==> src/rtl/brm_pkg.sv <==
package brm_pkg;

    typedef enum logic [2:0] {
        ST_IDLE      = 3'd0,
        ST_DRIVE_REQ = 3'd1,
        ST_RAISE_SYN = 3'd2,
        ST_WAIT_ACK  = 3'd3,
        ST_CAPTURE   = 3'd4,
        ST_DROP_SYN  = 3'd5,
        ST_DROP_REQ  = 3'd6,
        ST_WAIT_REL  = 3'd7
    } brm_state_e;

    typedef struct packed {
        logic mreq;
        logic rw;
        logic msync;
    } brm_ctl_t;

    // Bus control lines held in each state; rw is 0 (read) only while requesting.
    function automatic brm_ctl_t brm_decode(input brm_state_e st);
        brm_ctl_t c;
        c.mreq  = 1'b0;
        c.rw    = 1'b1;
        c.msync = 1'b0;
        case (st)
            ST_DRIVE_REQ, ST_DROP_SYN: begin
                c.mreq = 1'b1;
                c.rw   = 1'b0;
            end
            ST_RAISE_SYN, ST_WAIT_ACK, ST_CAPTURE: begin
                c.mreq  = 1'b1;
                c.rw    = 1'b0;
                c.msync = 1'b1;
            end
            default: ;
        endcase
        return c;
    endfunction

endpackage

==> src/rtl/brm_sync.sv <==
module brm_sync #(
    parameter int STAGES = 2
) (
    input  logic clk,
    input  logic rst_n,
    input  logic d_i,
    output logic q_o
);
    localparam int LAST = STAGES - 1;

    logic [LAST:0] sh_q;
    logic [LAST:0] sh_d;

    generate
        if (STAGES == 1) begin : g_one
            always_comb sh_d = d_i;
        end else begin : g_chain
            always_comb sh_d = {sh_q[LAST-1:0], d_i};
        end
    endgenerate

    always_ff @(posedge clk) begin
        if (!rst_n) sh_q <= '0;
        else        sh_q <= sh_d;
    end

    assign q_o = sh_q[LAST];
endmodule

==> src/rtl/brm_capture.sv <==
module brm_capture #(
    parameter int DATA_W = 16
) (
    input  logic              clk,
    input  logic              rst_n,
    input  logic              load_i,
    input  logic [DATA_W-1:0] data_i,
    output logic [DATA_W-1:0] data_o
);
    logic [DATA_W-1:0] buf_d;
    logic [DATA_W-1:0] buf_q;

    always_comb begin
        buf_d = buf_q;
        if (load_i) buf_d = data_i;
    end

    always_ff @(posedge clk) begin
        if (!rst_n) buf_q <= '0;
        else        buf_q <= buf_d;
    end

    assign data_o = buf_q;
endmodule

==> src/rtl/brm_seq.sv <==
module brm_seq
    import brm_pkg::*;
#(
    parameter int ADDR_W = 16
) (
    input  logic              clk,
    input  logic              rst_n,
    input  logic              start_i,
    input  logic [ADDR_W-1:0] addr_i,
    input  logic              ack_s_i,
    output logic [ADDR_W-1:0] bus_addr_o,
    output logic              mreq_o,
    output logic              rw_o,
    output logic              msync_o,
    output logic              busy_o,
    output logic              done_o,
    output logic              cap_load_o
);
    typedef struct packed {
        brm_state_e        st;
        logic [ADDR_W-1:0] addr;
        brm_ctl_t          ctl;
        logic              busy;
        logic              done;
    } seq_regs_t;

    seq_regs_t r_d;
    seq_regs_t r_q;

    always_comb begin
        r_d      = r_q;
        r_d.done = 1'b0;
        case (r_q.st)
            ST_IDLE: begin
                if (start_i) begin
                    r_d.st   = ST_DRIVE_REQ;
                    r_d.addr = addr_i;
                end
            end
            ST_DRIVE_REQ: r_d.st = ST_RAISE_SYN;
            ST_RAISE_SYN: r_d.st = ST_WAIT_ACK;
            ST_WAIT_ACK:  if (ack_s_i) r_d.st = ST_CAPTURE;
            ST_CAPTURE:   r_d.st = ST_DROP_SYN;
            ST_DROP_SYN:  r_d.st = ST_DROP_REQ;
            ST_DROP_REQ:  r_d.st = ST_WAIT_REL;
            ST_WAIT_REL: begin
                if (!ack_s_i) begin
                    r_d.st   = ST_IDLE;
                    r_d.done = 1'b1;
                end
            end
            default: r_d.st = ST_IDLE;
        endcase
        r_d.ctl  = brm_decode(r_d.st);
        r_d.busy = (r_d.st != ST_IDLE);
    end

    always_ff @(posedge clk) begin
        if (!rst_n) begin
            r_q.st   <= ST_IDLE;
            r_q.addr <= '0;
            r_q.ctl  <= brm_decode(ST_IDLE);
            r_q.busy <= 1'b0;
            r_q.done <= 1'b0;
        end else begin
            r_q <= r_d;
        end
    end

    assign bus_addr_o = r_q.ctl.mreq ? r_q.addr : '0;
    assign mreq_o     = r_q.ctl.mreq;
    assign rw_o       = r_q.ctl.rw;
    assign msync_o    = r_q.ctl.msync;
    assign busy_o     = r_q.busy;
    assign done_o     = r_q.done;
    assign cap_load_o = (r_q.st == ST_WAIT_ACK) && ack_s_i;
endmodule

==> src/rtl/bus_rd_master.sv <==
module bus_rd_master #(
    parameter int ADDR_W      = 16,
    parameter int DATA_W      = 16,
    parameter int SYNC_STAGES = 2
) (
    input  logic              clk,
    input  logic              rst_n,
    input  logic              start_i,
    input  logic [ADDR_W-1:0] addr_i,
    output logic [ADDR_W-1:0] bus_addr_o,
    output logic              bus_mreq_o,
    output logic              bus_rw_o,
    output logic              bus_msync_o,
    input  logic              bus_ssync_i,
    input  logic [DATA_W-1:0] bus_data_i,
    output logic [DATA_W-1:0] rd_data_o,
    output logic              busy_o,
    output logic              done_o
);
    logic ack_s;
    logic cap_load;

    brm_sync #(.STAGES(SYNC_STAGES)) u_sync (
        .clk   (clk),
        .rst_n (rst_n),
        .d_i   (bus_ssync_i),
        .q_o   (ack_s)
    );

    brm_seq #(.ADDR_W(ADDR_W)) u_seq (
        .clk        (clk),
        .rst_n      (rst_n),
        .start_i    (start_i),
        .addr_i     (addr_i),
        .ack_s_i    (ack_s),
        .bus_addr_o (bus_addr_o),
        .mreq_o     (bus_mreq_o),
        .rw_o       (bus_rw_o),
        .msync_o    (bus_msync_o),
        .busy_o     (busy_o),
        .done_o     (done_o),
        .cap_load_o (cap_load)
    );

    brm_capture #(.DATA_W(DATA_W)) u_cap (
        .clk    (clk),
        .rst_n  (rst_n),
        .load_i (cap_load),
        .data_i (bus_data_i),
        .data_o (rd_data_o)
    );
endmodule

==> config.mk <==
export PLATFORM = sky130hd
export DESIGN_NAME = bus_rd_master
export DESIGN_NICKNAME = d
export VERILOG_FILES = /design/src/rtl/brm_pkg.sv /design/src/rtl/brm_sync.sv /design/src/rtl/brm_capture.sv /design/src/rtl/brm_seq.sv /design/src/rtl/bus_rd_master.sv
export SDC_FILE = /design/constraint.sdc
export NUM_CORES = 1
export LEC_CHECK = 0
export ABC_AREA = 1
export CAP_MARGIN = 10
export CORE_ASPECT_RATIO = 1.4
export CORE_MARGIN = 2
export CORE_UTILIZATION = 50
export DETAILED_ROUTE_END_ITERATION = 12
export DONT_BUFFER_PORTS = 1
export SETUP_SLACK_MARGIN = 0.15
export SLEW_MARGIN = 20
export SYNTH_ARGS = -nofsm -noshare
export SYNTH_HDL_FRONTEND = slang
export SYNTH_SLANG_ARGS = --single-unit
==> constraint.sdc <==
create_clock -name clk -period 2.4 [get_ports clk]
set_input_delay 0.36 -clock clk [delete_from_list [all_inputs] [get_ports clk]]
set_output_delay 0.36 -clock clk [all_outputs]
set_load 0.03 [all_outputs]
Word-level counts from Yosys, hierarchy flattened
Index checks and enable logic that the tools add are counted.

Register bits: 42. Memories kept: 0. Bits in writable memories: 0. Word-level logic and storage cells: 36. Memory bits (read-only): 0. Output and inout port bits: 37. Input port bits: 36. Latch bits: 0.

Bitwise operators: 0. Muxes and demuxes: 8. Add/subtract/negate cells: 0. Shift-type cells: 0. Multiply operators: 0. Divide/modulo/power cells: 0. Reduce and logical (&&, ||, !) cells: 7. Order comparisons: 0. Eq/ne operators: 12.

Operators with widths (count): case mux 3 bit (8 select lines) (1); 2-to-1 mux 19 bit (1); == test 3 bit (second input constant) (6); 2-to-1 mux 16 bit (1); == test 3 x 2 -> 1 bit (second input constant) (4); == test 3 x 1 -> 1 bit (second input constant) (2); 2-to-1 mux 3 bit (2); OR reduction 5 bit (1); AND reduction 2 bit (2); logical NOT 3 bit (1); nonzero test 3 bit (1); OR reduction 3 bit (1); 2-to-1 mux 1 bit (2); 2-to-1 mux 2 bit (1); logical AND 1 bit (1).

Longest topological paths before layout
Gate-level depths: netlist of the first run.

Depth in word-level cells: 5. Depth in mapped cells: 9. Depth with buffers taken out: 7.

Hierarchy
From an unflattened synthesis of the first run, not the netlist that was laid out.

Cell total of the unflattened synthesis: 255. Area, all modules: 1764.2 um^2.

Modules (own cells, without submodules): brm_seq (area each 1034.7 um^2, cells an instance 148, times used 1, sequential area each 480.5 um^2); brm_capture (area each 674.4 um^2, cells an instance 101, times used 1, sequential area each 320.3 um^2); brm_sync (area each 55.1 um^2, cells an instance 6, times used 1, sequential area each 40.0 um^2).

Worst setup path after synthesis of the first run
OpenSTA, ideal clock, no wires.

Path type: register to output. Start point: register u_seq.r_q (netlist bit u_seq.mreq_o). End point: output port bus_addr_o[0]. Arrival: 1.288 ns. Stages on the path, launching flop included: 5. Data required time: 2.040 ns. Buffers on the path: 2. Path slack: 0.752 ns. Cells stage by stage: dfxtp_1 clkbuf_1 clkbuf_1 nand2_1 inv_1.

Cells in the longest elaborated chain, start to end: 1.

Ends and longest elaborated chain: from (decl) (line brm_seq.sv:28) `seq_regs_t r_q;`; from (signal assigned) (line brm_seq.sv:66) `r_q <= r_d;`; 2-to-1 mux 16 bit (line brm_seq.sv:70) `assign bus_addr_o = r_q.ctl.mreq ? r_q.addr : '0;`; to (decl) (line bus_rd_master.sv:10) `output logic [ADDR_W-1:0] bus_addr_o,`.

Every way passes these cells.

Final worst setup path of the first run
Start point: register u_seq.r_q (netlist bit u_seq.mreq_o). End point: output port bus_addr_o[14].

Same word-level chain as after synthesis.

==> results of run 1 <==
metal layers:
| layer | vias to the layer above | wire length, um | part of all wire [%] |
|---|---|---|---|
| li1 | 675 | - | - |
| met1 | 562 | 1241 | 39 |
| met2 | 40 | 1740 | 54 |
| met3 | 2 | 201 | 6.3 |
| met4 | 0 | 25 | 0.78 |
| met5 | - | 0 | 0 |
registers in the layout (all words and copies together), names as in the netlist:
register	cells
u_seq.mreq_o	1
u_seq.busy_o	1
u_seq.r_q	19
u_seq.rw_o	1
u_sync.sh_q	2
u_seq.msync_o	1
u_seq.done_o	1
u_cap.data_o	16
layout make-up:
type	count	area, um^2	area share, %
clock buffers	7	76.32	4.414
inverters	47	183.9	10.64
multi-input cells	126	571.8	33.07
flip-flops and latches	42	840.8	48.63
well taps	39	48.80	2.822
repair buffers	1	7.507	0.4342
per-stage QoR:
step,hold WS [ns],cell area (um^2)
finish,0.1812,1729
CTS,0.1640,1729
floorplan,0.3905,1670
global route,0.1619,1729
global placement,0.3931,1653
detailed placement,0.3987,1653
cell families (layout without fill, tap and decap cells):
family          count (synthesis)  count (layout)  synth area share [%]
compound gates                 51              51                 15.43
flops                          42              42                 50.34
simple gates                   75              75                 18.80
buf+inv                        59              55                 15.43
worst max path at each step:
stage	from	endpoint	slack [ns]
6_report	u_seq.mreq_o	bus_addr_o[14]	0.76
5_1_grt	u_seq.mreq_o	bus_addr_o[11]	0.65
3_3_place_gp	u_seq.r_q[21]	u_seq.r_q[20]	0.99
2_1_floorplan	u_seq.mreq_o	bus_addr_o[0]	0.75
3_5_place_dp	u_seq.r_q[21]	u_seq.r_q[19]	0.88
4_1_cts	u_seq.mreq_o	bus_addr_o[0]	0.73
cell usage in the layout (no fill, tap or decap):
cell	count
inv_1	43
dfxtp_1	42
nor2_1	32
o21ai_0	31
nand2_1	30
a21oi_1	17
nor2_2	6
clkbuf_8	5
nand3_1	3
inv_2	2
nand2_2	2
o21ai_1	2
clkbuf_1	2
clkinv_1	1
inv_8	1
o211ai_1	1
nand3_2	1
nand4_1	1
buf_4	1
critical path, stage by stage, from the launching register on:
cell	delay [ns]
dfxtp_1	0.67
nand2_1	0.11
inv_1	0.23
power by group:
group	switching (W)	leakage [nW]	total (W)	internal, W
Sequential	0.0000538	0.344	0.000798	0.000744
Combinational	0.000103	0.460	0.000146	0.0000426
Clock	0.000206	0.0383	0.000406	0.000200
==> qor.yml, run 1 <==
crit_path_max_fanout: 17
tns_ns: 0
drv_slew: 0
clk_path_buf_depth: 2
arrival_ns: 1.28
endpoint_kind: "output pin"
drt-vias-per-instance: 4.882
ys_top_cells_by_area: "dfxtp_1 (50%), inv_1 (9.7%), o21ai_0 (9.3%)"
ff2ff_path_depth: 4
ys.flop_type: "dfxtp_1"
dieHeight_um: 72.39
setup_ws_ns: 0.7570
fin_skew_ns: 0.001741
synthesis.nets: 263
routedWlPerCell_um: 12.24
netlist-cell-type-count: 21
drtPass1Iterations: 3
dp_slack_ns: 0.8779
utilization_pct: 54.84
die_area_mm2: 0.003826
netlist_instances: 227
clock_sinks: 42
place_congestion: 0.6518
hold_viol_final: 0
use_met3_pct: 6.584
final_layout_size_suffix_gt1_share_pct: 8.072
status: "finished clean"
ant_nets: 0
portBuffers: 0
grt_use_met1_pct: 16.60
cts_resized: 0
ys_top_cells_by_count: "inv_1 (43), dfxtp_1 (42), nor2_1 (32)"
worstHoldStart: "rst_n"
insertion_delay_ns: 0.28
num_io_pins: 73
synth_warnings: 0
die_x_um: 52.85
root_buffer: "clkbuf_8"
nFillCells: 322
powerDensity_mw_per_mm2: 780.5
cts_hold_buf: 0
drc_errors: 0
vias: 1279
hold_path_end: "u_sync.sh_q[1]"
fp-row-count: 24
antenna_found_initial: 0
drv_cap: 0
yosysSeqAreaShare_pct: 50.34
p_leak_nw: 0.8428
clock.fmax_ghz: 0.6086
stdcell_count: 262
cts_tree: "done"
setup_violations: 0
synth_edf_count: 0
first_global_vias: 1190
grt_setup_unrepaired: "false"
yosys.area.top_type: "dfxtp_1"
total_power_w: 0.001350
critPathRequiredTime_ns: 2.04
grt_max_degree: 40
h-tree-depth: 2
yosysMostFrequentCell: "inv_1"
top_usage_layer: "met2"
core_mm2: 0.003153
synth_seq_cells: 42
track_usage_pct: 17.47
crit_type: "flop to output pin"
syn2layout_area_growth_pct: 3.521
drt-total-wl_um: 3208
startpoint_type: "flop"
syn_area_mm2: 0.001670
placedCellCount: 255
r2r_slack_ns: 0.85
syn_area_per_cell_um2: 7.358
vdd.ir_drop.worst_mv: 0.4446
grt_pass1_wl_um: 4961
start_util_pct: 52.98
rr_endpoint: "u_seq.r_q[17]"
cts_buffers: 5
use_met2_pct: 33.33
post_cts_buffers: 0
overflow: 0
hold_path_class: "input port to flop"
drt_iter0_drc: 25
fin_crit_sh_pct: 68.46
max_slew_margin_pct: 63.48
clkSlewWorstSetupHoldPaths_ns: 0.07
synth.top_cell.area_share_pct: 50.34
place_hpwl_um: 2307
whs_path_depth: 2
fin_crit_ns: 1.643
reg2reg_from: "u_seq.r_q[21]"
n_antenna_cell: 0
tightest_slew_ns: 0.5470
synthArstFlopShare_pct: 0
fin_nets: 259
(Power assumes the default switching activity.)
==> run 2: changes to the inputs <==
PLACE_DENSITY = 0.68   (was unset)
clock period = 1.45 ns   (was 2.4 ns; I/O delays follow)
==> run 2 against run 1 <==
  * Via count did not move
  * Critical path depth grew 1
  * Largest power group unchanged
  * Largest cell class unchanged
  * Clock skew increased by 0.0016 ns
  * Clock-buffer cell count rose by 1
==> qor.yml, run 2 (synthesized netlist as in run 1, its figures left out) <==
fin_skew_ns: 0.003301
tns_ns: 0
vdd.ir_drop.worst_mv: 0.9084
track_usage_pct: 16.07
dieHeight_um: 72.39
drt-total-wl_um: 3025
clkSlewWorstSetupHoldPaths_ns: 0.07
startpoint_type: "flop"
place_congestion: 0.6991
setup_violations: 0
core_mm2: 0.003153
insertion_delay_ns: 0.28
endpoint_kind: "output pin"
final_cell_mix: "dfxtp_1 (40), nor2_1 (32), o21ai_0 (31)"
status: "finished clean"
fp-row-count: 24
fin_crit_sh_pct: 89.05
num_io_pins: 73
p_seq_share_pct: 54.2
drv_cap: 0
hold_path_class: "input port to flop"
first_global_vias: 1129
die_x_um: 52.85
crit_path_max_fanout: 8
r2r_slack_ns: 0.29
tightest_slew_ns: 0.3496
p_leak_nw: 0.8749
final_layout_size_suffix_gt1_share_pct: 21.68
total_power_w: 0.002456
cts_tree: "done"
cts_buffers: 5
worstHoldStart: "rst_n"
clock_sinks: 42
dpl_cell_area_mm2: 0.001667
die_area_mm2: 0.003826
arrival_ns: 1.07
rr_endpoint: "u_seq.r_q[13]"
antenna_found_initial: 0
grt_setup_unrepaired: "true"
top_register: "u_seq.r_q"
drc_errors: 0
p_sw_w: 0.0006380
critPathRequiredTime_ns: 1.23
swShare_pct: 25.98
drv_slew: 0
hold_path_end: "u_seq.rw_o"
max_slew_margin_pct: 76.66
drt-vias-per-instance: 4.826
syn2layout_area_growth_pct: 12.21
drt_iter0_drc: 23
largest_reg_flops: 19
p_int_w: 0.001818
hold_viol_final: 0
h-tree-depth: 2
crit_type: "flop to output pin"
grt_pass1_wl_um: 4623
whs_path_depth: 1
vias: 1279
drtPass1Iterations: 4
routedWlPerCell_um: 11.42
ant_nets: 0
fin_nets: 261
power.share.clock_pct: 33.8
ff2ff_path_depth: 5
n_antenna_cell: 0
start_util_pct: 52.98
overflow: 0
mostFrequentLayoutCell: "dfxtp_1"
stdcell_area_mm2: 0.001874
clock.fmax_ghz: 0.7745
clk_path_buf_depth: 2
fin_crit_ns: 1.291
combPwrFrac_pct: 12.1
portBuffers: 0
utilization_pct: 59.44
grt_max_degree: 40
root_buffer: "clkbuf_8"
powerDensity_mw_per_mm2: 1310
reg2reg_from: "u_seq.r_q[22]"
place_hpwl_um: 2059
## run 2: cell count changes in the layout (fill, tap and decap cells not counted), sizes merged
cell | before | now
clkbuf | 7 | 8
buf | 1 | 3
## run 2: metrics by stage
stage          hold slack (ns)  worst slack [ns]  cells
6_report               0.02964            0.1588    265
5_1_grt                0.02790            0.1085    265
4_1_cts                0.01721            0.1219    263
3_5_place_dp            0.3141            0.1900    255
3_3_place_gp            0.3140            0.2076    255
2_1_floorplan           0.3151            0.1885    227
## run 2: cell type report
type | count | area [um^2]
clock buffer | 8 | 110.1
fill | 307 | 1279
inverter | 47 | 214.0
multi-input combinational | 126 | 609.3
sequential | 42 | 845.8
tap | 39 | 48.80
timing repair buffer | 3 | 46.29
## run 2: critical path, cell delays in order (launching register included)
cell and delay (ns):
dfxtp_4 0.46, buf_8 0.17, nand2_2 0.07, inv_4 0.10
## run 2: worst max path at each step
stage,slack (ns),cells past startpoint,from,end
floorplan,0.19,4,u_seq.mreq_o,bus_addr_o[0]
finish,0.16,3,u_seq.mreq_o,bus_addr_o[14]
global route,0.11,3,u_seq.mreq_o,bus_addr_o[14]
CTS,0.12,2,u_seq.mreq_o,bus_addr_o[6]
global placement,0.21,7,u_seq.r_q[23],u_cap.data_o[9]
detailed placement,0.19,7,u_seq.r_q[23],u_cap.data_o[10]
## run 2: power groups by stage
stage,logic (W),registers [W],clock network [W]
2_1_floorplan,0.000235,0.00133,0
3_3_place_gp,0.000242,0.00135,0
3_5_place_dp,0.000245,0.00136,0
4_1_cts,0.000245,0.00133,0.000867
5_1_grt,0.000339,0.00134,0.000905
6_report,0.000297,0.00133,0.000829
## run 2: what timing repair did
item                       in CTS  in global routing
hold buffers                    0                  0
resized for setup               1                 36
buffers inserted                0                  2
cloned                          0                  0
pin swaps                       0                  1
setup endpoints to repair      16                 33
## run 2: layer usage
| layer | GRT usage, % | routed length (um) | vias up |
|---|---|---|---|
| met5 | 0 | 0 | - |
| li1 | - | - | 683 |
| met1 | 16.03 | 1193 | 551 |
| met3 | 5.556 | 223 | 2 |
| met2 | 28.47 | 1571 | 43 |
| met4 | 8.262 | 36 | 0 |
